$ cat config.mk
export PLATFORM = sky130hd
export DESIGN_NAME = spi_bitclk_gen
export DESIGN_NICKNAME = d
export VERILOG_FILES = /design/src/rtl/spi_bitclk_pkg.sv /design/src/rtl/spi_bitclk_cfg_sel.sv /design/src/rtl/spi_bitclk_phase_acc.sv /design/src/rtl/spi_bitclk_byte_ctr.sv /design/src/rtl/spi_bitclk_gen.sv
export SDC_FILE = /design/constraint.sdc
export NUM_CORES = 1
export LEC_CHECK = 0
export BUFFER_PORTS_ARGS = -buffer_cell sky130_fd_sc_hd__buf_2
export CORE_AREA = 2 2 131 133
export CTS_CLUSTER_DIAMETER = 80
export DETAILED_ROUTE_END_ITERATION = 10
export DIE_AREA = 0 0 133 135
export GPL_TIMING_DRIVEN = 0
export SLEW_MARGIN = 20
export SYNTH_ARGS = -nofsm -noshare
export SYNTH_HDL_FRONTEND = slang
export SYNTH_HIERARCHICAL = 1
export SYNTH_SLANG_ARGS = --single-unit
$ cat constraint.sdc
create_clock -name clk_i -period 7.8 [get_ports clk_i]
set_input_delay 0.39 -clock clk_i [delete_from_list [all_inputs] [get_ports clk_i]]
set_output_delay 0.39 -clock clk_i [all_outputs]
set_load 0.01 [all_outputs]
$ cat src/rtl/spi_bitclk_pkg.sv
package spi_bitclk_pkg;

  localparam int unsigned RATE_W = 8;
  localparam int unsigned ACC_W  = RATE_W + 1;

  typedef enum logic [1:0] {
    LANE_X1   = 2'd0,
    LANE_X2   = 2'd1,
    LANE_X4   = 2'd2,
    LANE_RSVD = 2'd3
  } lane_e;

  typedef struct packed {
    logic [RATE_W-1:0] rate;
    logic              cpol;
    logic              cpha;
  } dev_cfg_t;

  function automatic logic [3:0] bits_per_byte(lane_e mode);
    case (mode)
      LANE_X2: return 4'd4;
      LANE_X4: return 4'd2;
      default: return 4'd8;
    endcase
  endfunction

  // zero or non-power-of-two fields fall back to the slowest step
  function automatic logic [RATE_W-1:0] fix_rate(logic [RATE_W-1:0] f);
    if (f == '0 || (f & (f - RATE_W'(1))) != '0) return RATE_W'(1);
    return f;
  endfunction

endpackage

$ cat src/rtl/spi_bitclk_cfg_sel.sv
module spi_bitclk_cfg_sel
  import spi_bitclk_pkg::*;
#(
  parameter int unsigned NUM_DEV = 8,
  parameter int unsigned SEL_W   = 3
) (
  input  logic [SEL_W-1:0]          sel_i,
  input  logic [NUM_DEV*RATE_W-1:0] rates_i,
  input  logic [NUM_DEV-1:0]        cpol_i,
  input  logic [NUM_DEV-1:0]        cpha_i,
  output dev_cfg_t                  cfg_o
);

  dev_cfg_t per_dev [NUM_DEV];

  for (genvar g = 0; g < NUM_DEV; g++) begin : g_dev
    assign per_dev[g].rate = fix_rate(rates_i[g*RATE_W +: RATE_W]);
    assign per_dev[g].cpol = cpol_i[g];
    assign per_dev[g].cpha = cpha_i[g];
  end

  always_comb begin
    cfg_o = '{rate: RATE_W'(1), cpol: 1'b0, cpha: 1'b0};
    for (int i = 0; i < NUM_DEV; i++) begin
      if (sel_i == SEL_W'(i)) cfg_o = per_dev[i];
    end
  end

endmodule

$ cat src/rtl/spi_bitclk_phase_acc.sv
module spi_bitclk_phase_acc
  import spi_bitclk_pkg::*;
(
  input  logic              clk_i,
  input  logic              rst_ni,
  input  logic              clear_i,
  input  logic              run_i,
  input  logic [RATE_W-1:0] rate_i,
  output logic              lead_o,
  output logic              trail_o
);

  logic [ACC_W-1:0] acc_q;
  logic [ACC_W:0]   sum;

  assign sum = {1'b0, acc_q} + (ACC_W+1)'(rate_i);

  // top bit rising = first edge of a bit, carry = second edge
  assign lead_o  = run_i & sum[ACC_W-1] & ~acc_q[ACC_W-1] & ~sum[ACC_W];
  assign trail_o = run_i & sum[ACC_W];

  always_ff @(posedge clk_i or negedge rst_ni) begin
    if (!rst_ni)      acc_q <= '0;
    else if (clear_i) acc_q <= '0;
    else if (run_i)   acc_q <= sum[ACC_W-1:0];
  end

endmodule

$ cat src/rtl/spi_bitclk_byte_ctr.sv
module spi_bitclk_byte_ctr #(
  parameter int unsigned CNT_W = 16
) (
  input  logic             clk_i,
  input  logic             rst_ni,
  input  logic             load_i,
  input  logic             trail_i,
  input  logic [3:0]       bpb_i,
  output logic             last_bit_o,
  output logic [CNT_W-1:0] count_o
);

  logic [3:0] bit_q;

  assign last_bit_o = (bit_q == bpb_i - 4'd1);

  always_ff @(posedge clk_i or negedge rst_ni) begin
    if (!rst_ni) begin
      bit_q   <= '0;
      count_o <= '0;
    end else if (load_i) begin
      bit_q   <= '0;
      count_o <= '0;
    end else if (trail_i) begin
      if (last_bit_o) begin
        bit_q   <= '0;
        count_o <= count_o + CNT_W'(1);
      end else begin
        bit_q   <= bit_q + 4'd1;
      end
    end
  end

endmodule

$ cat src/rtl/spi_bitclk_gen.sv
module spi_bitclk_gen
  import spi_bitclk_pkg::*;
#(
  parameter int unsigned NUM_DEV = 8,
  parameter int unsigned CNT_W   = 16,
  localparam int unsigned SEL_W  = (NUM_DEV > 1) ? $clog2(NUM_DEV) : 1
) (
  input  logic                      clk_i,
  input  logic                      rst_ni,
  input  logic                      start_i,
  input  logic [SEL_W-1:0]          dev_sel_i,
  input  logic [NUM_DEV*RATE_W-1:0] rate_fields_i,
  input  logic [NUM_DEV-1:0]        cpol_i,
  input  logic [NUM_DEV-1:0]        cpha_i,
  input  logic [1:0]                lane_mode_i,
  input  logic [CNT_W-1:0]          xfer_bytes_i,
  output logic                      sck_o,
  output logic                      launch_o,
  output logic                      capture_o,
  output logic                      byte_done_o,
  output logic                      all_done_o,
  output logic                      busy_o,
  output logic [CNT_W-1:0]          byte_count_o
);

  dev_cfg_t          sel_cfg;
  logic              busy_q, sck_q, cpol_q, cpha_q;
  logic              launch_q, capture_q, bdone_q, adone_q;
  logic [RATE_W-1:0] rate_q;
  logic [3:0]        bpb_q;
  logic [CNT_W-1:0]  size_q;
  logic [CNT_W-1:0]  count;
  logic              start_acc, zero_size, lead, trail, last_bit;
  logic              byte_end, final_byte;

  spi_bitclk_cfg_sel #(.NUM_DEV(NUM_DEV), .SEL_W(SEL_W)) u_sel (
    .sel_i   (dev_sel_i),
    .rates_i (rate_fields_i),
    .cpol_i  (cpol_i),
    .cpha_i  (cpha_i),
    .cfg_o   (sel_cfg)
  );

  spi_bitclk_phase_acc u_acc (
    .clk_i   (clk_i),
    .rst_ni  (rst_ni),
    .clear_i (start_acc),
    .run_i   (busy_q),
    .rate_i  (rate_q),
    .lead_o  (lead),
    .trail_o (trail)
  );

  spi_bitclk_byte_ctr #(.CNT_W(CNT_W)) u_ctr (
    .clk_i      (clk_i),
    .rst_ni     (rst_ni),
    .load_i     (start_acc),
    .trail_i    (trail),
    .bpb_i      (bpb_q),
    .last_bit_o (last_bit),
    .count_o    (count)
  );

  assign start_acc  = start_i & ~busy_q;
  assign zero_size  = (xfer_bytes_i == '0);
  assign byte_end   = trail & last_bit;
  assign final_byte = byte_end & ((count + CNT_W'(1)) == size_q);

  always_ff @(posedge clk_i or negedge rst_ni) begin
    if (!rst_ni) begin
      busy_q <= 1'b0;
      rate_q <= RATE_W'(1);
      cpol_q <= 1'b0;
      cpha_q <= 1'b0;
      bpb_q  <= 4'd8;
      size_q <= '0;
    end else if (start_acc) begin
      busy_q <= ~zero_size;
      rate_q <= sel_cfg.rate;
      cpol_q <= sel_cfg.cpol;
      cpha_q <= sel_cfg.cpha;
      bpb_q  <= bits_per_byte(lane_e'(lane_mode_i));
      size_q <= xfer_bytes_i;
    end else if (final_byte) begin
      busy_q <= 1'b0;
    end
  end

  always_ff @(posedge clk_i or negedge rst_ni) begin
    if (!rst_ni) begin
      sck_q     <= 1'b0;
      launch_q  <= 1'b0;
      capture_q <= 1'b0;
      bdone_q   <= 1'b0;
      adone_q   <= 1'b0;
    end else begin
      if (start_acc)  sck_q <= sel_cfg.cpol;
      else if (lead)  sck_q <= ~cpol_q;
      else if (trail) sck_q <= cpol_q;
      // phase 0 needs the first bit driven before the first edge
      launch_q  <= (start_acc & ~zero_size & ~sel_cfg.cpha) |
                   (cpha_q ? lead : (trail & ~final_byte));
      capture_q <= cpha_q ? trail : lead;
      bdone_q   <= byte_end;
      adone_q   <= final_byte | (start_acc & zero_size);
    end
  end

  assign sck_o        = busy_q ? sck_q : sel_cfg.cpol;
  assign launch_o     = launch_q;
  assign capture_o    = capture_q;
  assign byte_done_o  = bdone_q;
  assign all_done_o   = adone_q;
  assign busy_o       = busy_q;
  assign byte_count_o = count;

endmodule

==> Word level (Yosys, flattened, before mapping) <==
Cells that the tools add are included.
W data, S select, Z words.
{ "totals": {"reg_bits": 65, "inputBits": 104, "word_cells": 146} }
{ "classes": {"add_sub_neg": 12, "n_eq_ne": 11, "n_mux": 49, "bitwise_logic": 28, "n_reduce_logical": 32} }
{ "op_table": {"columns": ["operator", "count"], "rows": [
  ["$mux W8", 16],
  ["$mux W10", 8],
  ["$and A8 B8 Y8", 8],
  ["$logic_not A8 Y1", 8],
  ["$reduce_bool A8 Y1", 8],
  ["$sub A8 B1 Y8 const B", 8],
  ["$mux W16", 3],
  ["$mux W9", 2],
  ["$add A16 B1 Y16 const B", 1],
  ["$eq A16 B16 Y1", 1],
  ["$logic_not A16 Y1", 1],
  ["$mux W1", 16],
  ["$eq A3 B3 Y1 const B", 4],
  ["$mux W4", 3],
  ["$and A1 B1 Y1", 11],
  ["$add A9 B8 Y10", 1],
  ["$logic_or A1 B1 Y1", 8],
  ["$pmux W4 S2", 1],
  ["$reduce_bool A2 Y1", 4],
  ["$not A1 Y1", 7],
  ["$eq A3 B2 Y1 const B", 2],
  ["$add A4 B1 Y4 const B", 1],
  ["$eq A4 B4 Y1", 1],
  ["$sub A4 B1 Y4 const B", 1],
  ["7 further kinds", 8]
]} }

==> Longest topological paths before layout <==
{ "depth": {"ltp_word": 17, "mapped_depth": 12} }

==> Cells and area by module <==
Netlist, hierarchy kept.
{ "by_module_without_submodules": {"columns": ["module", "instances", "cells_per_inst", "area_per_inst_um2"], "rows": [
  ["spi_bitclk_gen", 1, 220, 1951.9],
  ["spi_bitclk_cfg_sel", 1, 252, 1585.3],
  ["spi_bitclk_byte_ctr", 1, 141, 1352.5],
  ["spi_bitclk_phase_acc", 1, 86, 755.7]
]} }

==> Least setup slack after synthesis <==
No wires, ideal clock.
{ "synth_path": {"path_type": "reg2reg", "startpoint": "register rate_q[2]", "endpoint": "register launch_q (netlist: launch_o)", "setup_time_ns": 0.126, "arrival_time_ns": 2.697, "setup_slack_ns": 4.977, "path_stages_with_launch": 12, "path_cell_list": "dfrtp_1 ha_1 a21oi_1 a211o_1 a21boi_0 o211a_1 and2_1 nand3_1 nand4bb_1 a2111oi_4 nand4b_2 a221o_1"} }
{ "synth_between": {"elab_chain_len": 8, "word_cells_on_any_way": 12, "classes_between": "add/sub: 1; mux: 1; bitwise: 10"} }
{ "synth_rtl": {"columns": ["element", "line_no", "text"], "rows": [
  ["start: declaration", "spi_bitclk_gen.sv:29", "logic [RATE_W-1:0] rate_q;"],
  ["start signal: assignment", "spi_bitclk_gen.sv:79", "rate_q <= sel_cfg.rate;"],
  ["$add A9 B8 Y10", "spi_bitclk_phase_acc.sv:16", "assign sum = {1'b0, acc_q} + (ACC_W+1)'(rate_i);"],
  ["$and A1 B1 Y1", "spi_bitclk_phase_acc.sv:20", "assign trail_o = run_i & sum[ACC_W];"],
  ["named net trail", "spi_bitclk_gen.sv:33", "logic start_acc, zero_size, lead, trail, last_bit;"],
  ["$and A1 B1 Y1", "spi_bitclk_gen.sv:66", "assign byte_end = trail & last_bit;"],
  ["named net byte_end", "spi_bitclk_gen.sv:34", "logic byte_end, final_byte;"],
  ["$and A1 B1 Y1", "spi_bitclk_gen.sv:67", "assign final_byte = byte_end & ((count + CNT_W'(1)) == size_q);"],
  ["$not A1 Y1", "spi_bitclk_gen.sv:102", "(cpha_q ? lead : (trail & ~final_byte));"],
  ["$and A1 B1 Y1", "spi_bitclk_gen.sv:102", null],
  ["$mux W1", "spi_bitclk_gen.sv:102", null],
  ["$or A1 B1 Y1", "spi_bitclk_gen.sv:101", "launch_q <= (start_acc & ~zero_size & ~sel_cfg.cpha) |"],
  ["end signal: assignment", "spi_bitclk_gen.sv:101", null],
  ["end: declaration", "spi_bitclk_gen.sv:28", "logic launch_q, capture_q, bdone_q, adone_q;"]
]} }
The timed path passes the listed nets, and every way through them passes these cells.
A chain may end at the register's enable or synchronous reset.

==> Worst setup path after layout <==
{ "layout_path": {"startpoint": "register u_acc.acc_q[2]", "endpoint": "register launch_q (netlist: launch_o)"} }
{ "layout_between": {"elab_chain_len": 8, "word_cells_on_any_way": 12, "classes_between": "add/sub: 1; mux: 1; bitwise: 10"} }
{ "layout_rtl": {"columns": ["element", "line_no", "text"], "rows": [
  ["start: declaration", "spi_bitclk_phase_acc.sv:13", "logic [ACC_W-1:0] acc_q;"],
  ["start signal: assignment", "spi_bitclk_phase_acc.sv:25", "else if (run_i) acc_q <= sum[ACC_W-1:0];"],
  ["$add A9 B8 Y10", "spi_bitclk_phase_acc.sv:16", null],
  ["$and A1 B1 Y1", "spi_bitclk_phase_acc.sv:20", null],
  ["named net trail", "spi_bitclk_gen.sv:33", null],
  ["$and A1 B1 Y1", "spi_bitclk_gen.sv:66", null],
  ["named net byte_end", "spi_bitclk_gen.sv:34", null],
  ["$and A1 B1 Y1", "spi_bitclk_gen.sv:67", null],
  ["$not A1 Y1", "spi_bitclk_gen.sv:102", null],
  ["$and A1 B1 Y1", "spi_bitclk_gen.sv:102", null],
  ["$mux W1", "spi_bitclk_gen.sv:102", null],
  ["$or A1 B1 Y1", "spi_bitclk_gen.sv:101", null]
]} }
The timed path passes the listed nets, and every way through them passes these cells.

==> flow_summary.json <==
{
  "status": "finished clean",
  "endpoint_kind": "flip-flop",
  "hpwl_um": 12800,
  "ys_seq_area_share_pct": 28.4,
  "syn-cell-area_sq_um": 5650,
  "grt_max_degree": 38,
  "postRouteAntennaNets": 0,
  "hp-class": "input pin to flip-flop",
  "synth_ff_type": "dfrtp_1",
  "ff2ff_path_depth": 11,
  "cts_made_buffers": 9,
  "fillCellCount": 1673,
  "route.detailed.drc": 0,
  "yosys_register_bits": 64,
  "fin_crit_ns": 3.38,
  "grt_pass1_vias": 5704,
  "grt.total_usage_pct": 18.8,
  "core_area_sq_um": 16400,
  "die_w_um": 133,
  "synth.area.top_cells": "dfrtp_1 (27%), nand2_1 (8.2%), nor2_1 (3.8%)",
  "final-seq-area_sq_um": 1600,
  "crit_cells": 11,
  "portBuffers": 124,
  "die-area_sq_um": 18000,
  "required_ns": 8.00,
  "r2r_slack_ns": 4.42,
  "fmax_ghz": 0.296,
  "start_util_pct": 34.4,
  "vias": 5821,
  "ys_warn_count": 6,
  "cp_top_family": "compound AO/OA/AOI/OAI gates",
  "slowest_delay_ns": 0.40,
  "setup_viol": 0,
  "avgViaCountPerCell": 5.48,
  "hold_viol_final": 0,
  "ir_drop_mv": 0.0972,
  "cts_tree": "built",
  "synth_edf_count": 0,
  "worstPathArrival_ns": 3.58,
  "hold_depth": 3,
  "pin_count": 126,
  "wl_um": 16500,
  "first_pass_iters": 5,
  "mostFrequentLayoutCells": "buf_2 (126), nand2_1 (123), dfrtp_1 (62)",
  "cp_common_cell": "nand3_1",
  "drive_above_1_share_pct": 22.4,
  "synth.top_cell.area_share_pct": 27.5,
  "holdBufCountCts": 1,
  "slew_viol_final": 0,
  "wl_per_cell_um": 15.5,
  "die_y_um": 135,
  "grt_antenna_before_repair": 0,
  "syn_inst": 699,
  "mostFrequentLayoutCell": "buf_2",
  "fin_hold_ws_ns": 0.266,
  "crit_chain": "ha_1 > nand3_1 > a211o_1 > a21boi_0 > o211a_1 > and2_1 > nand3_1 > nand4bb_1 > a2111oi_4 > nand4b_2 > a221o_1",
  "clockBufferDepth": 2,
  "postCtsResizedCells": 0,
  "multi_input_area_sq_um": 3880,
  "leakagePower_nw": 3.12,
  "cts_num_sinks": 64,
  "worst_slack_ns": 4.42,
  "tns_ns": 0,
  "syn2layout_area_growth_pct": 22.3,
  "crit_fanout": 9,
  "slew_headroom_pct": 39.2,
  "grt_pass1_wl_um": 27500,
  "crit_slowest_cell": "a221o_1",
  "drt_iter0_markers": 370,
  "p_per_area_nw_per_um2": 205,
  "diodes": 0,
  "worst_pin_slew_ns": 0.900,
  "syn_area_per_cell_sq_um": 8.08,
  "root_buffer": "clkbuf_16",
  "clk_pin_slew_ns": 0.06,
  "pre_cts_ws_ns": 4.43,
  "grt-ovfl-total": 0,
  "gp_congestion": 0.868,
  "synth.distinct_cells": 88,
  "min_period_over_period_pct": 43.3,
  "h-tree-depth": 3,
  "max-cap-violations": 0,
  "worst-path-buf-inv": 0,
  "postCtsSetupBuffers": 0,
  "clock_latency_ns": 0.34,
  "finalNetCount": 957,
  "async_flop_share_pct": 100,
  "fin_worst_skew_ns": 0.0109,
  "yosys.area.top_type": "dfrtp_1",
  "rows": 47,
  "critPathKind": "flip-flop to flip-flop",
  "start_kind": "flip-flop",
  "rsz0062_at_grt": "no"
}
==> layer usage <==
metal  part of all wire (%)  global-route usage, %
met2                     48                   32.6
met1                     44                   23.4
met5                      0                      0
met4                    2.7                   6.27
met3                    4.8                   3.68
==> area by class of cell <==
class / instances / share of cell area (%)
clock buffers: 11 / 3.52
repair buffers: 126 / 9.46
well taps: 220 / 3.99
clock inverters: 5 / 1.18
flip-flops and latches: 64 / 23.2
multi-input cells: 595 / 56.2
inverters: 19 / 1.03
plain buffers: 23 / 1.41
==> worst reg2reg max path, stage by stage, from the launching register on <==
cell and delay [ns]:
dfrtp_1 0.39, ha_1 0.34, nand3_1 0.17, a211o_1 0.35
a21boi_0 0.18, o211a_1 0.33, and2_1 0.23, nand3_1 0.10
nand4bb_1 0.25, a2111oi_4 0.32, nand4b_2 0.20, a221o_1 0.40
==> path summary, 6_finish.rpt <==
check	endpoint	startpoint
setup / recovery	launch_o	u_acc/acc_q[2]
hold / removal	size_q[8]	xfer_bytes_i[8]
setup reg to reg	launch_o	u_acc/acc_q[2]
hold reg to reg	bpb_q[3]	bpb_q[3]
max in group asynchronous	launch_o	rst_ni
min in group asynchronous	u_ctr/bit_q[0]	rst_ni
==> power breakdown <==
| group | switching, W | internal (W) |
|---|---|---|
| logic | 0.000287 | 0.000211 |
| clock network | 0.000150 | 0.000288 |
| registers | 0.0000639 | 0.000414 |
| total | 0.000501 | 0.000913 |
==> cells in the mapped netlist, drive strengths merged (3+ instances only) <==
cell     instances
maj3             7
nand4           10
nand3           21
dfrtp           62
mux2i            4
nand2          124
and2             3
clkbuf          15
nor3b            3
or4              7
a211o            5
inv             19
o311ai           4
o221ai           4
buf              8
nand2b          17
o31ai            6
nand3b           7
or3              4
and3            11
a31oi            9
a221o            3
o211ai           5
a211oi           6
nor4            22
a21o             6
nor3            31
nor2            58
mux2            20
nor2b           21
nor4b            7
xor2            15
o21ai           28
ha              14
xnor2           17
a41oi            5
a21oi           30
o21a             5
a2111oi          7
and4            10
==> state kept, by name (all words and copies together), names as in the netlist <==
| register | count |
|---|---|
| bpb_q | 3 |
| cpol_q | 1 |
| launch_o | 1 |
| sck_q | 1 |
| rate_q | 8 |
| u_ctr/count_o | 16 |
| capture_o | 1 |
| u_ctr/bit_q | 4 |
| byte_done_o | 1 |
| cpha_q | 1 |
| u_acc/acc_q | 9 |
| size_q | 16 |
| busy_o | 1 |
| all_done_o | 1 |
==> cell families (layout without fill, tap and decap cells) <==
kind of cell             count (synthesis)  after routing  synth area share, %
multiplexers                            26             26                 5.50
other                                    1              3               0.0664
adder cells (fa/ha/maj)                 22             22                 4.70
AO/OA/AOI/OAI                          145            145                 18.5
buffers and inverters                   42            184                 2.99
flip-flops                              64             64                 28.4
XOR/XNOR                                33             33                 5.65
AND/OR/NAND/NOR                        366            366                 34.2
==> per-stage QoR <==
| stage | instance area (sq um) | power, W | instances | utilization, % |
|---|---|---|---|---|
| 2_1_floorplan | 5650 | 0.000823 | 701 | - |
| 3_3_place_gp | 6550 | 0.000964 | 1045 | 39.9 |
| 3_5_place_dp | 6570 | 0.000977 | 1046 | 40.1 |
| 4_1_cts | 6910 | 0.00142 | 1063 | 42.1 |
| 5_1_grt | 6910 | 0.00152 | 1063 | 42.1 |
| 6_report | 6910 | 0.00141 | 1063 | 42.1 |
(Power assumes the default switching activity.)
